File: src/rtl/memstg_pkg.sv
// Package: shared instruction class type for the memory-access stage.
// Assumes the class sits in the top three bits of the instruction word.
package memstg_pkg;
    typedef enum logic [2:0] {
        K_NOP    = 3'd0,
        K_ALU    = 3'd1,
        K_LOAD   = 3'd2,
        K_STORE  = 3'd3,
        K_BRANCH = 3'd4,
        K_JUMP   = 3'd5
    } kind_e;

    localparam int KIND_W = 3;
endpackage

File: src/rtl/memstg_decode.sv
// Field extractor: splits an instruction word into class, destination,
// branch offset and jump target. Unused class codes decode to no-op.
module memstg_decode
    import memstg_pkg::*;
#(
    parameter int INSTR_W = 32,
    parameter int RD_W    = 5,
    parameter int OFF_W   = 16
) (
    input  logic [INSTR_W-1:0]        instr,
    output kind_e                     kind,
    output logic [RD_W-1:0]           rd,
    output logic [OFF_W-1:0]          off,
    output logic [INSTR_W-KIND_W-1:0] tgt
);
    localparam int RD_LSB = OFF_W;

    // Map class bits onto the enum, folding reserved codes to no-op.
    always_comb begin
        case (instr[INSTR_W-1 -: KIND_W])
            3'd1:    kind = K_ALU;
            3'd2:    kind = K_LOAD;
            3'd3:    kind = K_STORE;
            3'd4:    kind = K_BRANCH;
            3'd5:    kind = K_JUMP;
            default: kind = K_NOP;
        endcase
    end

    // Plain field slices.
    always_comb begin
        rd  = instr[RD_LSB +: RD_W];
        off = instr[OFF_W-1:0];
        tgt = instr[INSTR_W-KIND_W-1:0];
    end
endmodule

File: src/rtl/memstg_target.sv
// Next-PC generator: picks among the absolute jump target, the taken
// relative target and the fall-through address. Offsets count instructions.
module memstg_target
    import memstg_pkg::*;
#(
    parameter int DATA_W = 32,
    parameter int OFF_W  = 16,
    parameter int TGT_W  = 29
) (
    input  kind_e              kind,
    input  logic               cond_taken,
    input  logic [DATA_W-1:0]  base_pc,
    input  logic [OFF_W-1:0]   off,
    input  logic [TGT_W-1:0]   tgt,
    output logic [DATA_W-1:0]  next_pc
);
    logic [DATA_W-1:0] seq_pc;
    logic [DATA_W-1:0] off_ext;

    // Fall-through address and sign-extended offset.
    always_comb begin
        seq_pc  = base_pc + DATA_W'(1);
        off_ext = {{(DATA_W-OFF_W){off[OFF_W-1]}}, off};
    end

    // Select the redirect address.
    always_comb begin
        if (kind == K_JUMP)
            next_pc = {{(DATA_W-TGT_W){1'b0}}, tgt};
        else if (cond_taken)
            next_pc = seq_pc + off_ext;
        else
            next_pc = seq_pc;
    end
endmodule

File: src/rtl/memstg_seq.sv
// Wait sequencer: goes busy when a load or store request is issued and
// returns to idle on the memory reply. Remembers whether the pending
// access is a store, so that its reply makes no write-back.
module memstg_seq (
    input  logic clk,
    input  logic rst_n,
    input  logic start_mem,
    input  logic start_is_store,
    input  logic rsp_valid,
    output logic busy,
    output logic pend_store,
    output logic rsp_take
);
    typedef enum logic {S_IDLE = 1'b0, S_WAIT = 1'b1} st_e;
    st_e state;

    // State update: enter wait on issue, leave on reply.
    always_ff @(posedge clk) begin
        if (!rst_n) begin
            state      <= S_IDLE;
            pend_store <= 1'b0;
        end else if (state == S_IDLE && start_mem) begin
            state      <= S_WAIT;
            pend_store <= start_is_store;
        end else if (state == S_WAIT && rsp_valid) begin
            state      <= S_IDLE;
        end
    end

    // Status decode.
    always_comb begin
        busy     = (state == S_WAIT);
        rsp_take = busy && rsp_valid;
    end
endmodule

File: src/rtl/mem_access_stage.sv
// Memory-access stage top: accepts execute packets when not waiting,
// forwards arithmetic results, issues memory accesses and blocks on their
// replies, and resolves branches and jumps into a redirect to fetch.
// Assumes execute holds its packet steady while ex_hold is high.
module mem_access_stage
    import memstg_pkg::*;
#(
    parameter int DATA_W  = 32,
    parameter int INSTR_W = 32,
    parameter int RD_W    = 5,
    parameter int OFF_W   = 16
) (
    input  logic               clk,
    input  logic               rst_n,
    input  logic               ex_valid,
    input  logic [INSTR_W-1:0] ex_instr,
    input  logic               ex_cond_taken,
    input  logic [DATA_W-1:0]  ex_data1,
    input  logic [DATA_W-1:0]  ex_data2,
    output logic               ex_hold,
    output logic               dm_req,
    output logic               dm_we,
    output logic [DATA_W-1:0]  dm_addr,
    output logic [DATA_W-1:0]  dm_wdata,
    input  logic               dm_rsp_valid,
    input  logic [DATA_W-1:0]  dm_rdata,
    output logic               wb_valid,
    output logic [RD_W-1:0]    wb_reg,
    output logic [DATA_W-1:0]  wb_data,
    output logic               redir_valid,
    output logic [DATA_W-1:0]  redir_pc
);
    localparam int TGT_W = INSTR_W - KIND_W;

    kind_e             kind;
    logic [RD_W-1:0]   rd;
    logic [OFF_W-1:0]  off;
    logic [TGT_W-1:0]  tgt;
    logic [DATA_W-1:0] next_pc;
    logic              busy, pend_store, rsp_take;
    logic              accept, start_mem, start_is_store;

    memstg_decode #(.INSTR_W(INSTR_W), .RD_W(RD_W), .OFF_W(OFF_W)) u_dec (
        .instr (ex_instr),
        .kind  (kind),
        .rd    (rd),
        .off   (off),
        .tgt   (tgt)
    );

    memstg_target #(.DATA_W(DATA_W), .OFF_W(OFF_W), .TGT_W(TGT_W)) u_tgt (
        .kind       (kind),
        .cond_taken (ex_cond_taken),
        .base_pc    (ex_data2),
        .off        (off),
        .tgt        (tgt),
        .next_pc    (next_pc)
    );

    memstg_seq u_seq (
        .clk            (clk),
        .rst_n          (rst_n),
        .start_mem      (start_mem),
        .start_is_store (start_is_store),
        .rsp_valid      (dm_rsp_valid),
        .busy           (busy),
        .pend_store     (pend_store),
        .rsp_take       (rsp_take)
    );

    // Acceptance and memory-start decode.
    always_comb begin
        accept         = ex_valid && !busy;
        start_mem      = accept && (kind == K_LOAD || kind == K_STORE);
        start_is_store = (kind == K_STORE);
        ex_hold        = busy;
    end

    // Output registers: one strobe per accepted packet or load reply.
    always_ff @(posedge clk) begin
        if (!rst_n) begin
            wb_valid    <= 1'b0;
            wb_reg      <= '0;
            wb_data     <= '0;
            dm_req      <= 1'b0;
            dm_we       <= 1'b0;
            dm_addr     <= '0;
            dm_wdata    <= '0;
            redir_valid <= 1'b0;
            redir_pc    <= '0;
        end else begin
            wb_valid    <= 1'b0;
            dm_req      <= 1'b0;
            redir_valid <= 1'b0;
            if (accept) begin
                case (kind)
                    K_ALU: begin
                        wb_valid <= 1'b1;
                        wb_reg   <= rd;
                        wb_data  <= ex_data1;
                    end
                    K_LOAD: begin
                        dm_req  <= 1'b1;
                        dm_we   <= 1'b0;
                        dm_addr <= ex_data1;
                        wb_reg  <= rd;
                    end
                    K_STORE: begin
                        dm_req   <= 1'b1;
                        dm_we    <= 1'b1;
                        dm_addr  <= ex_data1;
                        dm_wdata <= ex_data2;
                    end
                    K_BRANCH, K_JUMP: begin
                        redir_valid <= 1'b1;
                        redir_pc    <= next_pc;
                    end
                    default: ;
                endcase
            end else if (rsp_take && !pend_store) begin
                wb_valid <= 1'b1;
                wb_data  <= dm_rdata;
            end
        end
    end


    strobe_excl_chk: assert property (@(posedge clk) disable iff (!rst_n)
        $onehot0({wb_valid, dm_req, redir_valid}));


    req_while_busy_chk: assert property (@(posedge clk) disable iff (!rst_n)
        dm_req |-> ex_hold);


    quiet_wait_chk: assert property (@(posedge clk) disable iff (!rst_n)
        (busy && !dm_rsp_valid) |=> (!wb_valid && !dm_req && !redir_valid));


    load_reply_wb_chk: assert property (@(posedge clk) disable iff (!rst_n)
        (busy && dm_rsp_valid && !pend_store) |=> (wb_valid && !ex_hold));


    store_ack_silent_chk: assert property (@(posedge clk) disable iff (!rst_n)
        (busy && dm_rsp_valid && pend_store) |=> !wb_valid);
endmodule

File: config.mk
export PLATFORM = sky130hd
export DESIGN_NAME = mem_access_stage
export DESIGN_NICKNAME = d
export VERILOG_FILES = /design/src/rtl/memstg_pkg.sv /design/src/rtl/memstg_decode.sv /design/src/rtl/memstg_target.sv /design/src/rtl/memstg_seq.sv /design/src/rtl/mem_access_stage.sv
export SDC_FILE = /design/constraint.sdc
export NUM_CORES = 1
export LEC_CHECK = 0
export ABC_AREA = 0
export ABC_CLOCK_PERIOD_IN_PS = 4300
export BUFFER_PORTS_ARGS = -buffer_cell sky130_fd_sc_hd__clkbuf_2
export CORE_UTILIZATION = 40
export CTS_BUF_LIST = sky130_fd_sc_hd__clkbuf_4 sky130_fd_sc_hd__clkbuf_8
export CTS_CLUSTER_DIAMETER = 60
export DETAILED_ROUTE_END_ITERATION = 6
export GPL_TIMING_DRIVEN = 0
export MAX_ROUTING_LAYER = met4
export PLACE_DENSITY_LB_ADDON = 0.25
export SLEW_MARGIN = 20
export SYNTH_ARGS = -nofsm -noshare
export SYNTH_HDL_FRONTEND = slang
export SYNTH_SLANG_ARGS = --single-unit
File: constraint.sdc
create_clock -name clk -period 4.3 [get_ports clk]
set_input_delay 0 -clock clk [delete_from_list [all_inputs] [get_ports clk]]
set_output_delay 0 -clock clk [all_outputs]
set_load 0.1 [all_outputs]
* Word-level counts from Yosys, hierarchy flattened
Index checks and enable logic that the tools add are counted.
** Cells by class
- Add/sub/neg operators :: 2
- Equal/unequal tests :: 11
- Mux-type cells :: 14
- Bitwise operators :: 1
- Reductions and logical operators :: 21
** Operator list (number)
- 32-bit two-way mux :: 5
- 32-bit by 1-bit adder with 32-bit output, second input constant :: 1
- 32-bit adder :: 1
- 3-bit one-hot mux with 5 select lines :: 1
- 2-bit AND reduction :: 7
- 3-bit by 2-bit == test with 1-bit output, second input constant :: 4
- 3-bit == test, second input constant :: 4
- 1-bit two-way mux :: 7
- 3-bit by 1-bit == test with 1-bit output, second input constant :: 2
- 2-bit nonzero test :: 3
- 2-bit OR reduction :: 3
- 1-bit logical AND :: 5
- 1-bit logical NOT :: 2
- 2-bit by 1-bit inequality test with 1-bit output, second input constant :: 1
- 1-bit one-hot mux with 2 select lines :: 1
- 1-bit logical OR :: 1
- 1-bit NOT :: 1
** Storage, ports and cells
- Register bits after elaboration :: 139
- Bits of input ports :: 133
- Output and inout bits :: 138

* Depth between registers and ports, before layout
- Depth in word-level cells :: 7
- Mapped depth :: 18
- Depth with buffers taken out :: 17

* Cells and area by module
From an unflattened synthesis, not the netlist that was laid out.
** Second synthesis, totals
- Cell total of the unflattened synthesis :: 1160
- Area, all modules :: 8961.1 um^2
** By module, submodules not included
- mem_access_stage :: times used 1, cells each 647, area an instance 5521.5 um^2, sequential area each 2742.6 um^2
- memstg_target :: times used 1, cells each 451, area an instance 2960.3 um^2, sequential area each 0.0 um^2
- memstg_decode :: times used 1, cells each 53, area an instance 397.9 um^2, sequential area each 0.0 um^2
- memstg_seq :: times used 1, cells each 9, area an instance 81.3 um^2, sequential area each 40.0 um^2

* Worst setup path after synthesis
No wires, ideal clock.
- Path type :: input-to-reg
- Start :: input ex_data2[11]
- End :: register redir_pc[31]
- Library setup time :: 117 ps
- Data arrival time :: 2976 ps
- Data required time :: 4183 ps
- Path slack :: 1206 ps
- Stages :: 16
- Path buffers :: 1
- Cell sequence :: and4_4 -> nand4_4 -> or3_1 -> buf_6 -> nor2_1 -> xor2_1 -> ha_1 -> a21o_1 -> a21oi_1 -> o21ai_0 -> or3_1 -> o21ai_1 -> o41ai_1 -> mux2i_1 -> xnor2_1 -> a32o_1
** Between the ends
- Longest elaborated chain between the ends :: 4
** RTL lines
- from (decl) :: RTL line mem_access_stage.sv:19 : input logic [DATA_W-1:0] ex_data2,
- 32-bit by 1-bit adder with 32-bit output (*) :: RTL line memstg_target.sv:22 : seq_pc = base_pc + DATA_W'(1);
- 32-bit adder :: RTL line memstg_target.sv:31 : next_pc = seq_pc + off_ext;
- 32-bit two-way mux (*) :: RTL line memstg_target.sv:30 : else if (cond_taken)
- 32-bit two-way mux (*) :: RTL line memstg_target.sv:28 : if (kind == K_JUMP)
- to (signal assigned) :: RTL line mem_access_stage.sv:116 : redir_pc <= next_pc;
- to (decl) :: RTL line mem_access_stage.sv:31 : output logic [DATA_W-1:0] redir_pc
Mark *: on every way between the ends. The rest lies on a longest branch, timed or not.
A chain may end at the register's enable or synchronous reset.

* Final worst setup path
- Start :: input ex_data2[0]
- End :: register redir_pc[31]
The elaborated chain is that of the path after synthesis.

==> flow_summary_export.csv <==
group,metric,value,unit
logic_synthesis,ys_top_cells_by_area,"sky130_fd_sc_hd__dfxtp_1 34%, sky130_fd_sc_hd__nand2_1 8.4%, sky130_fd_sc_hd__ha_1 6.0%",
routing,drc,0,
power,vdd_drop_max,0.1839,mV
logic_synthesis,synth_cell_type_count,69,
sta,timing.clock.skew,0.007893,ns
power,powerDensity,325.3,nW/µm²
routing,drtAntennaViolNets,0,
die,initial_cell_density_of_the_core,0.4135,
logic_synthesis,synth_largest_type_area_fraction,0.3402,
power,switching_power,0.001454,W
sta,slew_headroom,0.4656,
clock_tree,numClockSinks,139,
sta,hold_viol,0,
place,dp_cells,1551,
worst_setup_path,timing.critical_path.slowest_cell_delay,0.55,ns
layout,stdcell_count,1710,
power,p_int,0.002305,W
logic_synthesis,synth-edff-count,0,
logic_synthesis,yosys_most_used_dff,"sky130_fd_sc_hd__dfxtp_1",
sta,number_of_pins_exceeding_their_max_slew_limit_in_the_final_report,0,
logic_synthesis,synthDominantAreaCellType,"sky130_fd_sc_hd__dfxtp_1",
clock_tree,ctsResizeCount,0,
logic_synthesis,synth.ff_latch_count,139,
clock_tree,postCtsHoldBufs,127,
global_routing,grt.total_usage,0.3027,
routing,drtIter0Drc,488,
worst_setup_path,worstSetupStartpointType,"primary input",
worst_setup_path,worst_ep_required_time,4.65,ns
die,floorplan.io_pins,271,
layout,antennaDiodeCount,0,
layout,area.sequential,2783,µm²
sta,timing_worst_slew_pin_value,0.8015,ns
clock_tree,cts-htree-levels,4,
clock_tree,clock_path_buffers,2,
global_routing,grt_max_degree,25,
hold_path,hold_path_class,"in2reg",
logic_synthesis,async_reset_ff_frac,0,
global_routing,antenna_found_initial,0,
global_routing,wire_length_of_the_first_global_routing_pass,48.80,mm
die,fp.dieArea,21020,µm²
layout,multiInputGateArea,5074,µm²
logic_synthesis,yosysMostFrequentCell,"sky130_fd_sc_hd__nand2_1",
layout,syn_to_final_growth,41.24,%
logic_synthesis,syn-instance-count,1019,
logic_synthesis,sequential_element_share_of_the_synthesized_area,0.3402,
layout,finalCoreUtilization,0.5840,
routing,drt-vias-per-instance,5.346,
place,routability_congestion_estimate,0.9435,
die,fp.dieW,145.0,µm
sta,final-setup-viol-count,0,
routing,drt_pass1_iterations,5,
clock_tree,postCtsSetupRepairBufs,0,
worst_setup_path,critPathArrivalTime,4.42,ns
outcome,status,"completed",
power,combinationalPowerShare,0.316,
place,place.port_buffers,267,
place,place_hpwl,23.18,mm
worst_setup_path,category_of_the_critical_setup_timing_path,"in2reg",
logic_synthesis,synth_area,8179,µm²
power,swShare,0.3868,
routing,routed_wl,31.05,mm
power,seqPwrFrac,0.363,
die,core.rowCount,51,
worst_setup_path,worst_setup_path_end_kind,"register",
worst_setup_path,worstPathCellList,"dlygate4sd3_1, clkbuf_2, and2_1, nand4_2, or3_1, buf_6, nor2_1, xor2_1, ha_1, a21o_1, a21oi_1, o21ai_0, or3_1, o21ai_1, o41ai_1, mux2i_1, xnor2_1, a32o_1",
clock_tree,tritoncts_clock_tree,"yes",
global_routing,first_global_vias,9139,
clock_tree,cts.root.buffer_cell,"sky130_fd_sc_hd__clkbuf_8",
job,max-cap-violations,0,
clock_tree,cts_made_buffers,17,
logic_synthesis,synth.top_cells.by_count,"183 x sky130_fd_sc_hd__nand2_1, 139 x sky130_fd_sc_hd__dfxtp_1, 89 x sky130_fd_sc_hd__nor2_1",
sta,final.period_utilization,0.9449,
global_routing,grt_overflow_total,0,
logic_synthesis,synth_warnings,0,
layout,final_nets,1605,
sta,fmax,246.1,MHz
die,design.core.area,19780,µm²
power,cellLeakagePower,5.048,nW
routing,num_vias,9141,
worst_setup_path,critPathSlowestCell,"sky130_fd_sc_hd__dlygate4sd3_1",
logic_synthesis,synth.avg_cell_area,8.027,µm²
layout,drive_gt1_frac,0.2208,
sta,fin_setup_tns,0,ns
worst_setup_path,timing.critical_path.fanout_max,5,
clock_tree,clock_insertion_delay_worst_skew,0.46,ns
place,post_dp_cell_area,9847,µm²
routing,drt-wirelength-per-cell,18.16,µm
die,die_y,145.0,µm
sta,grt_setup_unrepaired,"false",
layout,final_cell_area,11550,µm²
worst_setup_path,critPathMostFrequentCell,"sky130_fd_sc_hd__or3_1",
power,clockPowerShare,0.321,
layout,fillerInstances,1814,
clock_tree,cts.reportedPaths.clkPinSlew,0.09,ns
sta,min_period,4.063,ns
logic_synthesis,syn_nets,1192,
==> final timing paths <==
kind	cells past startpoint	slack, ns	endpoint	start
max reg2reg	9	1.55	dm_wdata[22]	u_seq.busy
min reg2reg	2	0.46	dm_wdata[3]	dm_wdata[3]
min	3	0.03	dm_req	ex_instr[31]
max	18	0.24	redir_pc[31]	ex_data2[0]
==> metrics by stage <==
stage          power (W)  worst slack, ns  hold WS (ns)
2_1_floorplan   0.002194            1.206        0.1360
3_5_place_dp    0.002473           0.3761        0.2631
5_1_grt         0.003910          0.08310       0.02083
3_3_place_gp    0.002468           0.4623        0.2497
6_report        0.003758           0.2370       0.02599
4_1_cts         0.003755           0.2942     0.0006597
==> final cells by class <==
type | count | area share
Multi-Input combinational cell | 796 | 0.4392
Buffer | 69 | 0.02307
Tap cell | 265 | 0.02870
Clock buffer | 17 | 0.02025
Inverter | 15 | 0.004874
Sequential cell | 139 | 0.2409
Clock inverter | 15 | 0.01733
Timing Repair Buffer | 394 | 0.2257
==> metal layers <==
metal  part of all wire  wire length [µm]  GRT usage
met5                  0                 0          -
met4              0.036              1118     0.1250
met1               0.42             12990     0.3531
met2               0.48             15050     0.5125
met3              0.061              1885    0.05189
==> worst max-delay path: cells and delay by family <==
kind,cells,cell delay (ns)
AO/OA/AOI/OAI,6,1.11
XOR/XNOR,2,0.55
adder cells (fa/ha/maj),1,0.37
buffers and inverters,3,0.88
multiplexers,1,0.14
AND/OR/NAND/NOR,5,1.36
==> kinds of logic (layout without fill, tap and decap cells) <==
kind of cell,Yosys count,count (layout),synth area share
AO/OA/AOI/OAI,291,291,0.2393
XOR/XNOR,52,52,0.05844
adder cells (fa/ha/maj),40,40,0.06211
buffers and inverters,84,510,0.03947
flip-flops,139,139,0.3402
multiplexers,45,45,0.05538
AND/OR/NAND/NOR,368,368,0.2051
==> power by group through the flow <==
stage,registers [W],clock network (W),logic (W)
floorplan,0.00176,0,0.000438
global placement,0.00139,0,0.00107
detailed placement,0.00140,0,0.00108
CTS,0.00137,0.00122,0.00117
global route,0.00137,0.00127,0.00126
finish,0.00137,0.00121,0.00119
==> placed cells by master (no fill, tap or decap), types with 13 or more instances in the layout <==
cell	count
sky130_fd_sc_hd__a211oi_1	40
sky130_fd_sc_hd__a21boi_0	59
sky130_fd_sc_hd__a21o_1	13
sky130_fd_sc_hd__a21oi_1	72
sky130_fd_sc_hd__clkbuf_1	63
sky130_fd_sc_hd__clkbuf_2	267
sky130_fd_sc_hd__clkbuf_8	17
sky130_fd_sc_hd__dfxtp_1	139
sky130_fd_sc_hd__dlygate4sd3_1	127
sky130_fd_sc_hd__ha_1	39
sky130_fd_sc_hd__inv_1	15
sky130_fd_sc_hd__mux2i_1	43
sky130_fd_sc_hd__nand2_1	183
sky130_fd_sc_hd__nand3_1	23
sky130_fd_sc_hd__nor2_1	89
sky130_fd_sc_hd__o21ai_0	31
sky130_fd_sc_hd__xnor2_1	25
sky130_fd_sc_hd__xor2_1	24
(Power assumes the default switching activity.)
